[config.mk]
export PLATFORM = sky130hd
export DESIGN_NAME = bert_tx_gen
export DESIGN_NICKNAME = d
export VERILOG_FILES = /design/src/rtl/bert_tx_pkg.sv /design/src/rtl/bert_tx_regs.sv /design/src/rtl/bert_tx_fsm.sv /design/src/rtl/bert_tx_pattern.sv /design/src/rtl/bert_tx_errins.sv /design/src/rtl/bert_tx_gen.sv
export SDC_FILE = /design/constraint.sdc
export NUM_CORES = 1
export LEC_CHECK = 0
export BUFFER_PORTS_ARGS = -buffer_cell sky130_fd_sc_hd__buf_2
export CORE_ASPECT_RATIO = 0.7
export CORE_MARGIN = 2
export CORE_UTILIZATION = 47
export CTS_CLUSTER_DIAMETER = 30
export DETAILED_ROUTE_END_ITERATION = 6
export GPL_TIMING_DRIVEN = 0
export HOLD_SLACK_MARGIN = 0.08
export PLACE_DENSITY = 0.74
export SLEW_MARGIN = 20
export SYNTH_ARGS = -nofsm -noshare
export SYNTH_HDL_FRONTEND = slang
export SYNTH_SLANG_ARGS = --single-unit
[constraint.sdc]
create_clock -name clk -period 7.1 [get_ports clk]
set_input_delay 0.71 -clock clk [delete_from_list [all_inputs] [get_ports clk]]
set_output_delay 0.71 -clock clk [all_outputs]
set_load 0.03 [all_outputs]
[src/rtl/bert_tx_pkg.sv]
package bert_tx_pkg;

    typedef enum logic [1:0] {
        ST_IDLE = 2'd0,
        ST_LOAD = 2'd1,
        ST_RUN  = 2'd2,
        ST_GAP  = 2'd3
    } tx_state_e;

    typedef enum logic {
        MODE_PRBS   = 1'b0,
        MODE_REPEAT = 1'b1
    } tx_mode_e;

    // register addresses
    localparam int unsigned A_CFG  = 0;
    localparam int unsigned A_TAPS = 1;
    localparam int unsigned A_WORD = 2;
    localparam int unsigned A_RATE = 3;
    localparam int unsigned A_CMD  = 4;

    // field positions
    localparam int unsigned CFG_MODE_BIT = 0;
    localparam int unsigned CFG_LEN_LSB  = 8;
    localparam int unsigned CMD_LOAD_BIT = 0;
    localparam int unsigned CMD_ERR_BIT  = 1;

    function automatic int unsigned pow10(input int unsigned n);
        int unsigned v;
        v = 1;
        for (int unsigned i = 0; i < n; i++) v = v * 10;
        return v;
    endfunction

endpackage

[src/rtl/bert_tx_regs.sv]
module bert_tx_regs
    import bert_tx_pkg::*;
#(
    parameter int W      = 32,
    parameter int ADDR_W = 3,
    parameter int LEN_W  = 5,
    parameter int RATE_W = 3
) (
    input  logic              clk,
    input  logic              rst_n,
    input  logic              wr,
    input  logic [ADDR_W-1:0] addr,
    input  logic [W-1:0]      wdata,
    output tx_mode_e          act_mode,
    output logic [LEN_W-1:0]  act_len_m1,
    output logic [W-1:0]      act_taps,
    output logic [W-1:0]      act_word,
    output logic [RATE_W-1:0] rate_exp,
    output logic              load_cmd,
    output logic              single_cmd,
    output logic              rate_wr
);

    logic sel_cfg, sel_taps, sel_word, sel_rate, sel_cmd;

    tx_mode_e         stg_mode;
    logic [LEN_W-1:0] stg_len_m1;
    logic [W-1:0]     stg_taps;
    logic [W-1:0]     stg_word;

    always_comb begin
        sel_cfg  = wr && (addr == ADDR_W'(A_CFG));
        sel_taps = wr && (addr == ADDR_W'(A_TAPS));
        sel_word = wr && (addr == ADDR_W'(A_WORD));
        sel_rate = wr && (addr == ADDR_W'(A_RATE));
        sel_cmd  = wr && (addr == ADDR_W'(A_CMD));
        load_cmd   = sel_cmd && wdata[CMD_LOAD_BIT];
        single_cmd = sel_cmd && wdata[CMD_ERR_BIT];
        rate_wr    = sel_rate;
    end

    // staging set: written freely, no effect on the stream
    always_ff @(posedge clk or negedge rst_n) begin
        if (!rst_n) begin
            stg_mode   <= MODE_PRBS;
            stg_len_m1 <= '1;
            stg_taps   <= '0;
            stg_word   <= '0;
        end else begin
            if (sel_cfg) begin
                stg_mode   <= tx_mode_e'(wdata[CFG_MODE_BIT]);
                stg_len_m1 <= wdata[CFG_LEN_LSB +: LEN_W];
            end
            if (sel_taps) stg_taps <= wdata;
            if (sel_word) stg_word <= wdata;
        end
    end

    // active set: copied on the load command
    always_ff @(posedge clk or negedge rst_n) begin
        if (!rst_n) begin
            act_mode   <= MODE_PRBS;
            act_len_m1 <= '1;
            act_taps   <= '0;
            act_word   <= '0;
        end else if (load_cmd) begin
            act_mode   <= stg_mode;
            act_len_m1 <= stg_len_m1;
            act_taps   <= stg_taps;
            act_word   <= stg_word;
        end
    end

    // the rate takes effect at once
    always_ff @(posedge clk or negedge rst_n) begin
        if (!rst_n)       rate_exp <= '0;
        else if (sel_rate) rate_exp <= wdata[RATE_W-1:0];
    end

endmodule

[src/rtl/bert_tx_fsm.sv]
module bert_tx_fsm
    import bert_tx_pkg::*;
(
    input  logic      clk,
    input  logic      rst_n,
    input  logic      load_cmd,
    input  logic      tx_dis,
    output tx_state_e state,
    output logic      seed_en,
    output logic      adv
);

    tx_state_e state_q, state_d;

    always_ff @(posedge clk or negedge rst_n) begin
        if (!rst_n) state_q <= ST_IDLE;
        else        state_q <= state_d;
    end

    always_comb begin
        state_d = state_q;
        unique case (state_q)
            ST_IDLE: state_d = ST_IDLE;
            ST_LOAD: state_d = tx_dis ? ST_GAP : ST_RUN;
            ST_RUN:  state_d = tx_dis ? ST_GAP : ST_RUN;
            ST_GAP:  state_d = tx_dis ? ST_GAP : ST_RUN;
            default: state_d = ST_IDLE;
        endcase
        if (load_cmd) state_d = ST_LOAD;
    end

    always_comb begin
        seed_en = 1'b0;
        adv     = 1'b0;
        unique case (state_q)
            ST_IDLE: ;
            ST_LOAD: seed_en = 1'b1;
            ST_RUN:  adv = !tx_dis;
            ST_GAP:  adv = !tx_dis;
            default: ;
        endcase
    end

    assign state = state_q;

endmodule

[src/rtl/bert_tx_pattern.sv]
module bert_tx_pattern
    import bert_tx_pkg::*;
#(
    parameter int W     = 32,
    parameter int LEN_W = 5
) (
    input  logic             clk,
    input  logic             rst_n,
    input  logic             seed_en,
    input  logic             adv,
    input  tx_mode_e         mode,
    input  logic [LEN_W-1:0] len_m1,
    input  logic [W-1:0]     taps,
    input  logic [W-1:0]     word,
    output logic             cur_bit
);

    localparam logic [LEN_W:0] TOP_IDX = (LEN_W+1)'(W - 1);

    logic [W-1:0] sr_q;
    logic [W-1:0] len_mask, raw, eff, nxt, seed_raw, seed;
    logic         fb;

    always_comb begin
        len_mask = {W{1'b1}} >> (TOP_IDX - {1'b0, len_m1});
        raw      = sr_q & len_mask;
        // zero state in pseudorandom mode is replaced by 1
        eff      = (mode == MODE_PRBS && raw == '0) ? W'(1) : raw;
        cur_bit  = eff[len_m1];
        fb       = (mode == MODE_PRBS) ? ^(eff & taps) : cur_bit;
        nxt      = ((eff << 1) | W'(fb)) & len_mask;
        seed_raw = word & len_mask;
        seed     = (mode == MODE_PRBS && seed_raw == '0) ? W'(1) : seed_raw;
    end

    always_ff @(posedge clk or negedge rst_n) begin
        if (!rst_n)       sr_q <= '0;
        else if (seed_en) sr_q <= seed;
        else if (adv)     sr_q <= nxt;
    end

endmodule

[src/rtl/bert_tx_errins.sv]
module bert_tx_errins
    import bert_tx_pkg::*;
#(
    parameter int CNT_W  = 24,
    parameter int RATE_W = 3
) (
    input  logic              clk,
    input  logic              rst_n,
    input  logic              adv,
    input  logic              clr,
    input  logic              single_cmd,
    input  logic [RATE_W-1:0] rate_exp,
    output logic              inv,
    output logic              single_pending
);

    localparam int N_RATES = 1 << RATE_W;

    logic [CNT_W-1:0] lim_m1 [N_RATES];
    logic [CNT_W-1:0] cnt_q;
    logic             rate_hit;
    logic             pend_q;

    for (genvar g = 0; g < N_RATES; g++) begin : g_lim
        assign lim_m1[g] = CNT_W'(pow10(g) - 1);
    end

    always_comb begin
        rate_hit = (rate_exp != '0) && (cnt_q == lim_m1[rate_exp]);
        inv      = pend_q | rate_hit;
    end

    always_ff @(posedge clk or negedge rst_n) begin
        if (!rst_n)                        cnt_q <= '0;
        else if (clr)                      cnt_q <= '0;
        else if (adv && rate_exp != '0)    cnt_q <= rate_hit ? '0 : cnt_q + 1'b1;
    end

    always_ff @(posedge clk or negedge rst_n) begin
        if (!rst_n)          pend_q <= 1'b0;
        else if (single_cmd) pend_q <= 1'b1;
        else if (adv)        pend_q <= 1'b0;
    end

    assign single_pending = pend_q;

endmodule

[src/rtl/bert_tx_gen.sv]
module bert_tx_gen
    import bert_tx_pkg::*;
#(
    parameter int W      = 32,
    parameter int ADDR_W = 3,
    parameter int CNT_W  = 24
) (
    input  logic              clk,
    input  logic              rst_n,
    input  logic              reg_wr,
    input  logic [ADDR_W-1:0] reg_addr,
    input  logic [W-1:0]      reg_wdata,
    input  logic              tx_dis,
    output logic              tx_bit,
    output logic              tx_bit_vld
);

    localparam int LEN_W  = $clog2(W);
    localparam int RATE_W = 3;

    tx_mode_e          act_mode;
    logic [LEN_W-1:0]  act_len_m1;
    logic [W-1:0]      act_taps, act_word;
    logic [RATE_W-1:0] rate_exp;
    logic              load_cmd, single_cmd, rate_wr;
    tx_state_e         fsm_state;
    logic              seed_en, adv;
    logic              cur_bit, inv, single_pending;

    bert_tx_regs #(.W(W), .ADDR_W(ADDR_W), .LEN_W(LEN_W), .RATE_W(RATE_W)) u_regs (
        .clk        (clk),
        .rst_n      (rst_n),
        .wr         (reg_wr),
        .addr       (reg_addr),
        .wdata      (reg_wdata),
        .act_mode   (act_mode),
        .act_len_m1 (act_len_m1),
        .act_taps   (act_taps),
        .act_word   (act_word),
        .rate_exp   (rate_exp),
        .load_cmd   (load_cmd),
        .single_cmd (single_cmd),
        .rate_wr    (rate_wr)
    );

    bert_tx_fsm u_fsm (
        .clk      (clk),
        .rst_n    (rst_n),
        .load_cmd (load_cmd),
        .tx_dis   (tx_dis),
        .state    (fsm_state),
        .seed_en  (seed_en),
        .adv      (adv)
    );

    bert_tx_pattern #(.W(W), .LEN_W(LEN_W)) u_pat (
        .clk     (clk),
        .rst_n   (rst_n),
        .seed_en (seed_en),
        .adv     (adv),
        .mode    (act_mode),
        .len_m1  (act_len_m1),
        .taps    (act_taps),
        .word    (act_word),
        .cur_bit (cur_bit)
    );

    bert_tx_errins #(.CNT_W(CNT_W), .RATE_W(RATE_W)) u_err (
        .clk            (clk),
        .rst_n          (rst_n),
        .adv            (adv),
        .clr            (seed_en | rate_wr),
        .single_cmd     (single_cmd),
        .rate_exp       (rate_exp),
        .inv            (inv),
        .single_pending (single_pending)
    );

    always_ff @(posedge clk or negedge rst_n) begin
        if (!rst_n) begin
            tx_bit     <= 1'b0;
            tx_bit_vld <= 1'b0;
        end else begin
            tx_bit_vld <= adv;
            if (adv) tx_bit <= cur_bit ^ inv;
        end
    end

endmodule

==> metrics, run 1 <==
row count=45; worst vdd ir=0.000240 V; run status=finished clean; number of flops mapped to enable cells by yosys=0; Startpoint Class=register; Post-CTS Setup Inserts=0; most used routing layer in global routing=met1; area leader, netlist=dfrtp_1; GRT Total Usage=30.9%; critical path arrival=4.68 ns; Die X=183 µm; Leakage=0.00523 µW; first-pass GRT wire length=54000 µm; Max clock buf depth=3; crit path max fanout=10; PortBufs=40; DIE HEIGHT=130 µm; Slew HR=34.4%; DR vias/cell=6.37; skew final=0.0183 ns; Synthesized Nets=1039; fraction of registers with async set/reset=100%; Main synth FF type=dfrtp_1; First-pass DRT Iterations=6; Core ar.=21900 µm²; most frequent cell after synthesis=dfrtp_1; worst skew pair latency=0.51 ns; htree depth=2; met1 usage=49.2%; P per Cell Area=363 nW/µm²; main area contributors after synthesis=dfrtp_1 46%, mux2_2 15%, o21ai_0 2.9%; synthesized instance count=993; final hold violation count=0; Hold Crit Class=input pin to register; vias after detailed routing=8801; initial antenna violation count=1; CTS tree=done; element type at the critical path end=register; fraction of layout cells with a size suffix above 1=27.1%; number of global-route vias before repair=8348; setup TNS=0 ns; met2 usage in global routing=40.3%; Initial Util=48.3%; maxcap violations=0; routing usage on met3=10.4%; area growth from synthesis to layout=16.8%; post-layout net count=1120; Worst-Margin Slew=0.959 ns; Root Driver=clkbuf_16; Distinct cells, synth=74; DP HPWL=26400 µm; drt drc=0; critical path class=register to register; gpl congestion=1.03; most common library cells after synthesis=194 x dfrtp_1, 141 x mux2_2, 77 x nand2_1; DRT antenna net count=0; CTS clk-pin slew, worst paths=0.06 ns; routed len/inst=25.9 µm; # diodes=0; cts bufs inserted=36; Yosys top cell area share=45.9%; First DRT Iteration DRCs=1080; io pins=41; Post-CTS Resized=0; Total Wirelength=35800 µm; GRT overflow=0; final worst path period share=60.0%; synthesized cell area=10600 µm²; placed cell areas=11200 µm²; RSZ-0062 raised after global routing=false; crit path time final=4.26 ns; pin count of the biggest net entering global routing=100; post-synthesis sequential area ratio=48.3%; #FFs+latches synth=204; Slew Limit Fails=0; Peak Freq=235 MHz; Die ar.=23800 µm²; Setup violations, final=0; Worst Path Required=7.52 ns; clock sinks=204; finished layout cell area=12400 µm²; yosys warns=0; syn avg cell area=10.7 µm²
-- state kept, by name, indices dropped and copies added (netlist names) --
register              flops
u_err.cnt_q              24
u_err.single_pending      1
u_regs.stg_mode           1
u_regs.act_word          32
u_regs.stg_len_m1         5
u_regs.act_len_m1         5
u_regs.stg_word          32
u_regs.act_taps          32
u_pat.sr_q               32
u_fsm.state               2
tx_bit                    1
u_regs.rate_exp           3
u_regs.act_mode           1
u_regs.stg_taps          32
tx_bit_vld                1
-- through the flow --
| stage | setup WS (ns) | hold WS, ns | utilization (%) | power (µW) | cells |
|---|---|---|---|---|---|
| 6_report | 2.84 | 0.440 | 56.5 | 4490 | 1382 |
| 5_1_grt | 2.82 | 0.442 | 56.5 | 4660 | 1382 |
| 4_1_cts | 3.08 | 0.438 | 56.5 | 4450 | 1382 |
| 3_5_place_dp | 3.11 | 0.466 | 51.2 | 2800 | 1317 |
| 3_3_place_gp | 1.94 | 0.461 | 50.9 | 2790 | 1315 |
| 2_1_floorplan | 4.32 | 0.414 | - | 2340 | 993 |
-- critical path, cell delays in order, from the launching register on --
cell,delay (ns)
dfstp_2,0.53
buf_6,0.12
buf_2,0.25
buf_2,0.29
buf_2,0.31
clkbuf_1,0.62
a2111oi_0,0.39
o211a_1,0.29
nor2_2,0.63
buf_2,0.45
a21oi_1,0.12
o21ai_0,0.16
-- logic make-up (layout without fill, tap and decap cells) --
kind of cell / Yosys count / count (layout) / synth area share (%)
AOI/OAI and AO/OA: 238 / 238 / 14.7
xor gates and xnor gates: 36 / 36 / 3.64
adders and majority gates: 7 / 7 / 0.827
buffers and inverters: 91 / 198 / 3.64
DFF: 204 / 204 / 48.3
muxes: 150 / 150 / 16.2
and+or+nand+nor: 267 / 267 / 12.7
-- area by class of cell --
type,count,area (µm²)
sequential,204,5120
clock buffer,41,951
tap,282,353
fill,1931,9530
timing repair buffer,43,275
multi-input combinational,698,5090
clock inverter,23,198
buffer,71,310
inverter,20,75.1
-- cells in the final DEF (no fill, tap or decap), types with 8 or more instances in the layout --
cell type / netlist / routed
buf_2: 19 / 58
a31oi_1: 18 / 18
o21ai_0: 61 / 61
xor2_1: 9 / 9
nand2_1: 77 / 77
nand3_1: 40 / 40
dfrtp_1: 194 / 194
nor3_1: 17 / 17
nand4_1: 20 / 20
a21oi_1: 50 / 50
xnor2_1: 21 / 21
dfstp_2: 10 / 10
a211oi_1: 13 / 13
clkbuf_16: 0 / 37
and3_1: 9 / 9
mux2_2: 141 / 141
nor2_1: 52 / 52
o22ai_1: 8 / 8
o21a_1: 9 / 9
o31ai_1: 10 / 10
nand2b_1: 9 / 9
clkbuf_1: 41 / 44
inv_6: 0 / 12
inv_1: 20 / 20
-- metal layers --
layer	share of wire [%]	vias to the layer above	wire length, µm
met1	47	4398	16900
met3	13	54	4810
met5	0	-	0
li1	-	3818	-
met4	1.6	0	564
met2	38	531	13500
-- timing repair --
item / in CTS / in global routing
hold buffers: 1 / 0
endpoints found under the hold margin: 17 / 0
setup endpoints to repair: 0 / 0
-- power breakdown --
part	total (µW)	internal (µW)	switching [µW]
logic	1140	460	685
registers	1700	1430	271
clock network	1650	994	653
total	4490	2880	1610
-- final timing paths --
check / from / end / slack [ns] / cells after the start
max in group asynchronous: rst_n / u_regs.stg_word[24] / 5.35 / 4
worst max register to register: u_regs.act_len_m1[3] / u_pat.sr_q[15] / 2.84 / 11
min in group asynchronous: rst_n / u_err.cnt_q[22] / 0.61 / 2
worst max-delay path: u_regs.act_len_m1[3] / u_pat.sr_q[15] / 2.84 / 11
worst min-delay path: reg_wdata[15] / u_regs.stg_taps[15] / 0.44 / 2
worst min register to register: u_pat.sr_q[10] / u_pat.sr_q[10] / 0.49 / 2
Power figures use the tool's default switching activity.
==> run 2: changes to the inputs <==
clock period = 4.1 ns   (was 7.1 ns; I/O delays follow)
==> run 2 against run 1 <==
Via count about the same. Sequential share of layout area about the same. Sequential power up 73%. Critical endpoint unchanged. Largest power group unchanged. Highest routed layer unchanged.
==> metrics, run 2 (synthesis results as in run 1) <==
run status=finished clean; CTS tree=done; fin cells=1382 (unchanged); io pins=41 (unchanged); final hold slack=0.140 ns (-0.300 ns); final hold violation count=0 (unchanged); maxcap violations=0 (unchanged); Slew HR=36.1% (+1.7 points); gpl congestion=1.03 (unchanged); commonest non-fill, non-tap cell in the layout=dfrtp_1; htree depth=2 (unchanged); DP HPWL=26400 µm (unchanged); Core ar.=21900 µm² (unchanged); post-layout net count=1120 (unchanged); Root Driver=clkbuf_16; crit path from=u_regs.act_len_m1[3]; DRT antenna net count=0 (unchanged); Comb power frac=25.5% (about the same); P_int=4990 µW (+73%); routed len/inst=25.9 µm (about the same); first-pass GRT wire length=54000 µm (unchanged); clock power share=36.6% (about the same); r2r startpoint=u_regs.act_len_m1[3]; P per Cell Area=629 nW/µm² (+73%); Setup violations, final=0 (unchanged); Hold Crit Class=input pin to register; GRT overflow=0 (unchanged); GRT Total Usage=30.9% (unchanged); PortBufs=40 (unchanged); CP max stage cell=a2111oi_0; worst slack, placed=0.106 ns (-3.00 ns); Initial Util=48.3% (unchanged); cts bufs inserted=36 (unchanged); switching power=2790 µW (+73%); First DRT Iteration DRCs=1005 (-6.9%); clock sinks=204 (unchanged); Reg2Reg Depth=11 (unchanged); Worst path most repeated cell=o21ai_0; sequential share of power=37.8% (about the same); skew final=0.0152 ns (-0.00310 ns); Startpoint Class=register; pin count of the biggest net entering global routing=100 (unchanged); DR vias/cell=6.37 (about the same); Worst Path Required=4.48 ns (-3.04 ns); Leakage=0.00524 µW (about the same); row count=45 (unchanged); RSZ-0062 raised after global routing=false; crit path max fanout=10 (unchanged); commonest non-fill, non-tap cells in the layout=194 x dfrtp_1, 141 x mux2_2, 77 x nand2_1; First-pass DRT Iterations=6 (unchanged); drt drc=0 (unchanged); area growth from synthesis to layout=16.9% (about the same); critical path arrival=4.47 ns (-0.21 ns); setup TNS=0 ns (unchanged); reg2reg setup slack=0.02 ns (-2.82 ns); Slew Limit Fails=0 (unchanged); worst skew pair latency=0.51 ns (about the same); Max clock buf depth=3 (unchanged); element type at the critical path end=register; number of global-route vias before repair=8348 (unchanged); crit-path cells=buf_6 > or4_1 > clkbuf_2 > o21ai_0 > nand3_1 > a2111oi_0 > o211a_1 > nor2_4 > buf_2 > a21oi_1 > o21ai_0; R2R Path End=u_pat.sr_q[15]; Die ar.=23800 µm² (unchanged); Total Wirelength=35800 µm (about the same); Sw Share=35.9% (+0.037 points); CP endpoint=u_pat.sr_q[15]; # fillers=1930 (-0.052%); fraction of layout cells with a size suffix above 1=27.2% (+0.091 points); setup ws final=0.0152 ns (-2.82 ns); initial antenna violation count=1 (unchanged); max incr delay on CP=0.85 ns (+0.22 ns); vias after detailed routing=8798 (-0.034%); critical path class=register to register; worst vdd ir=0.000415 V (+73%); Worst-Margin Slew=0.949 ns (-0.0101 ns); placed insts=1317 (unchanged); Peak Freq=245 MHz (+4.3%); DIE HEIGHT=130 µm (unchanged); # diodes=0 (unchanged); crit path time final=4.08 ns (-0.176 ns); final worst path period share=99.6% (+40 points); CTS clk-pin slew, worst paths=0.06 ns (about the same); Die X=183 µm (unchanged)
==> run 2: cell counts in the layout (fill, tap and decap cells not counted) <==
Identical to the previous run, type by type.
==> run 2: final cells by class <==
cell class	instances	area [µm²]	share of cell area, %
timing repair buffer	43	275	2.22
sequential	204	5120	41.4
clock buffer	41	951	7.68
clock inverter	23	198	1.60
tap	282	353	2.85
inverter	20	75.1	0.607
buffer	71	312	2.52
multi-input combinational	698	5090	41.2
==> run 2: layer usage <==
layer / up-vias / track usage, % / wire length [µm]
met5: - / 0 / 0
met2: 542 / 40.3 / 13600
met3: 47 / 10.4 / 4780
met4: 0 / 5.74 / 479
li1: 3829 / - / -
met1: 4380 / 49.2 / 16900
==> run 2: power groups by stage <==
stage | Clock (µW) | Combinational [µW] | Sequential, µW
after floorplan | 0 | 1320 | 2740
after global placement | 0 | 1890 | 2940
after detailed placement | 0 | 1900 | 2950
after CTS | 2870 | 1910 | 2920
after global routing | 2980 | 2100 | 2990
final | 2850 | 1990 | 2940
==> run 2: worst min-delay path by stage <==
stage	from	endpoint	slack, ns	cells past startpoint
4_1_cts	reg_wdata[13]	u_regs.stg_taps[13]	0.14	2
5_1_grt	reg_wdata[21]	u_regs.stg_taps[21]	0.14	2
2_1_floorplan	rst_n	tx_bit	0.11	0
3_5_place_dp	rst_n	u_err.cnt_q[18]	0.25	1
3_3_place_gp	u_pat.sr_q[10]	u_pat.sr_q[10]	0.46	2
6_report	reg_wdata[15]	u_regs.stg_taps[15]	0.14	2
==> run 2: timing repair <==
item / in CTS / in global routing
endpoints found under the setup margin: 0 / 31
hold buffers: 1 / 0
hold endpoints to repair: 37 / 0
resized for setup: 0 / 4
setup buffers: 0 / 0
==> run 2: metrics by stage <==
stage               utilization (%)  area [µm²]  total power (µW)
floorplan                         -       10600              4060
global placement               50.9       11100              4830
detailed placement             51.2       11200              4850
CTS                            56.5       12400              7710
global route                   56.5       12400              8070
finish                         56.5       12400              7780
==> run 2: worst max-delay path, delay by kind of cell, from the launching register on <==
family                 cells  cell delay (ns)
AO/OA/AOI/OAI              5             2.14
AND/OR/NAND/NOR            3             0.84
flip-flops                 1             0.37
buffers and inverters      3             0.60
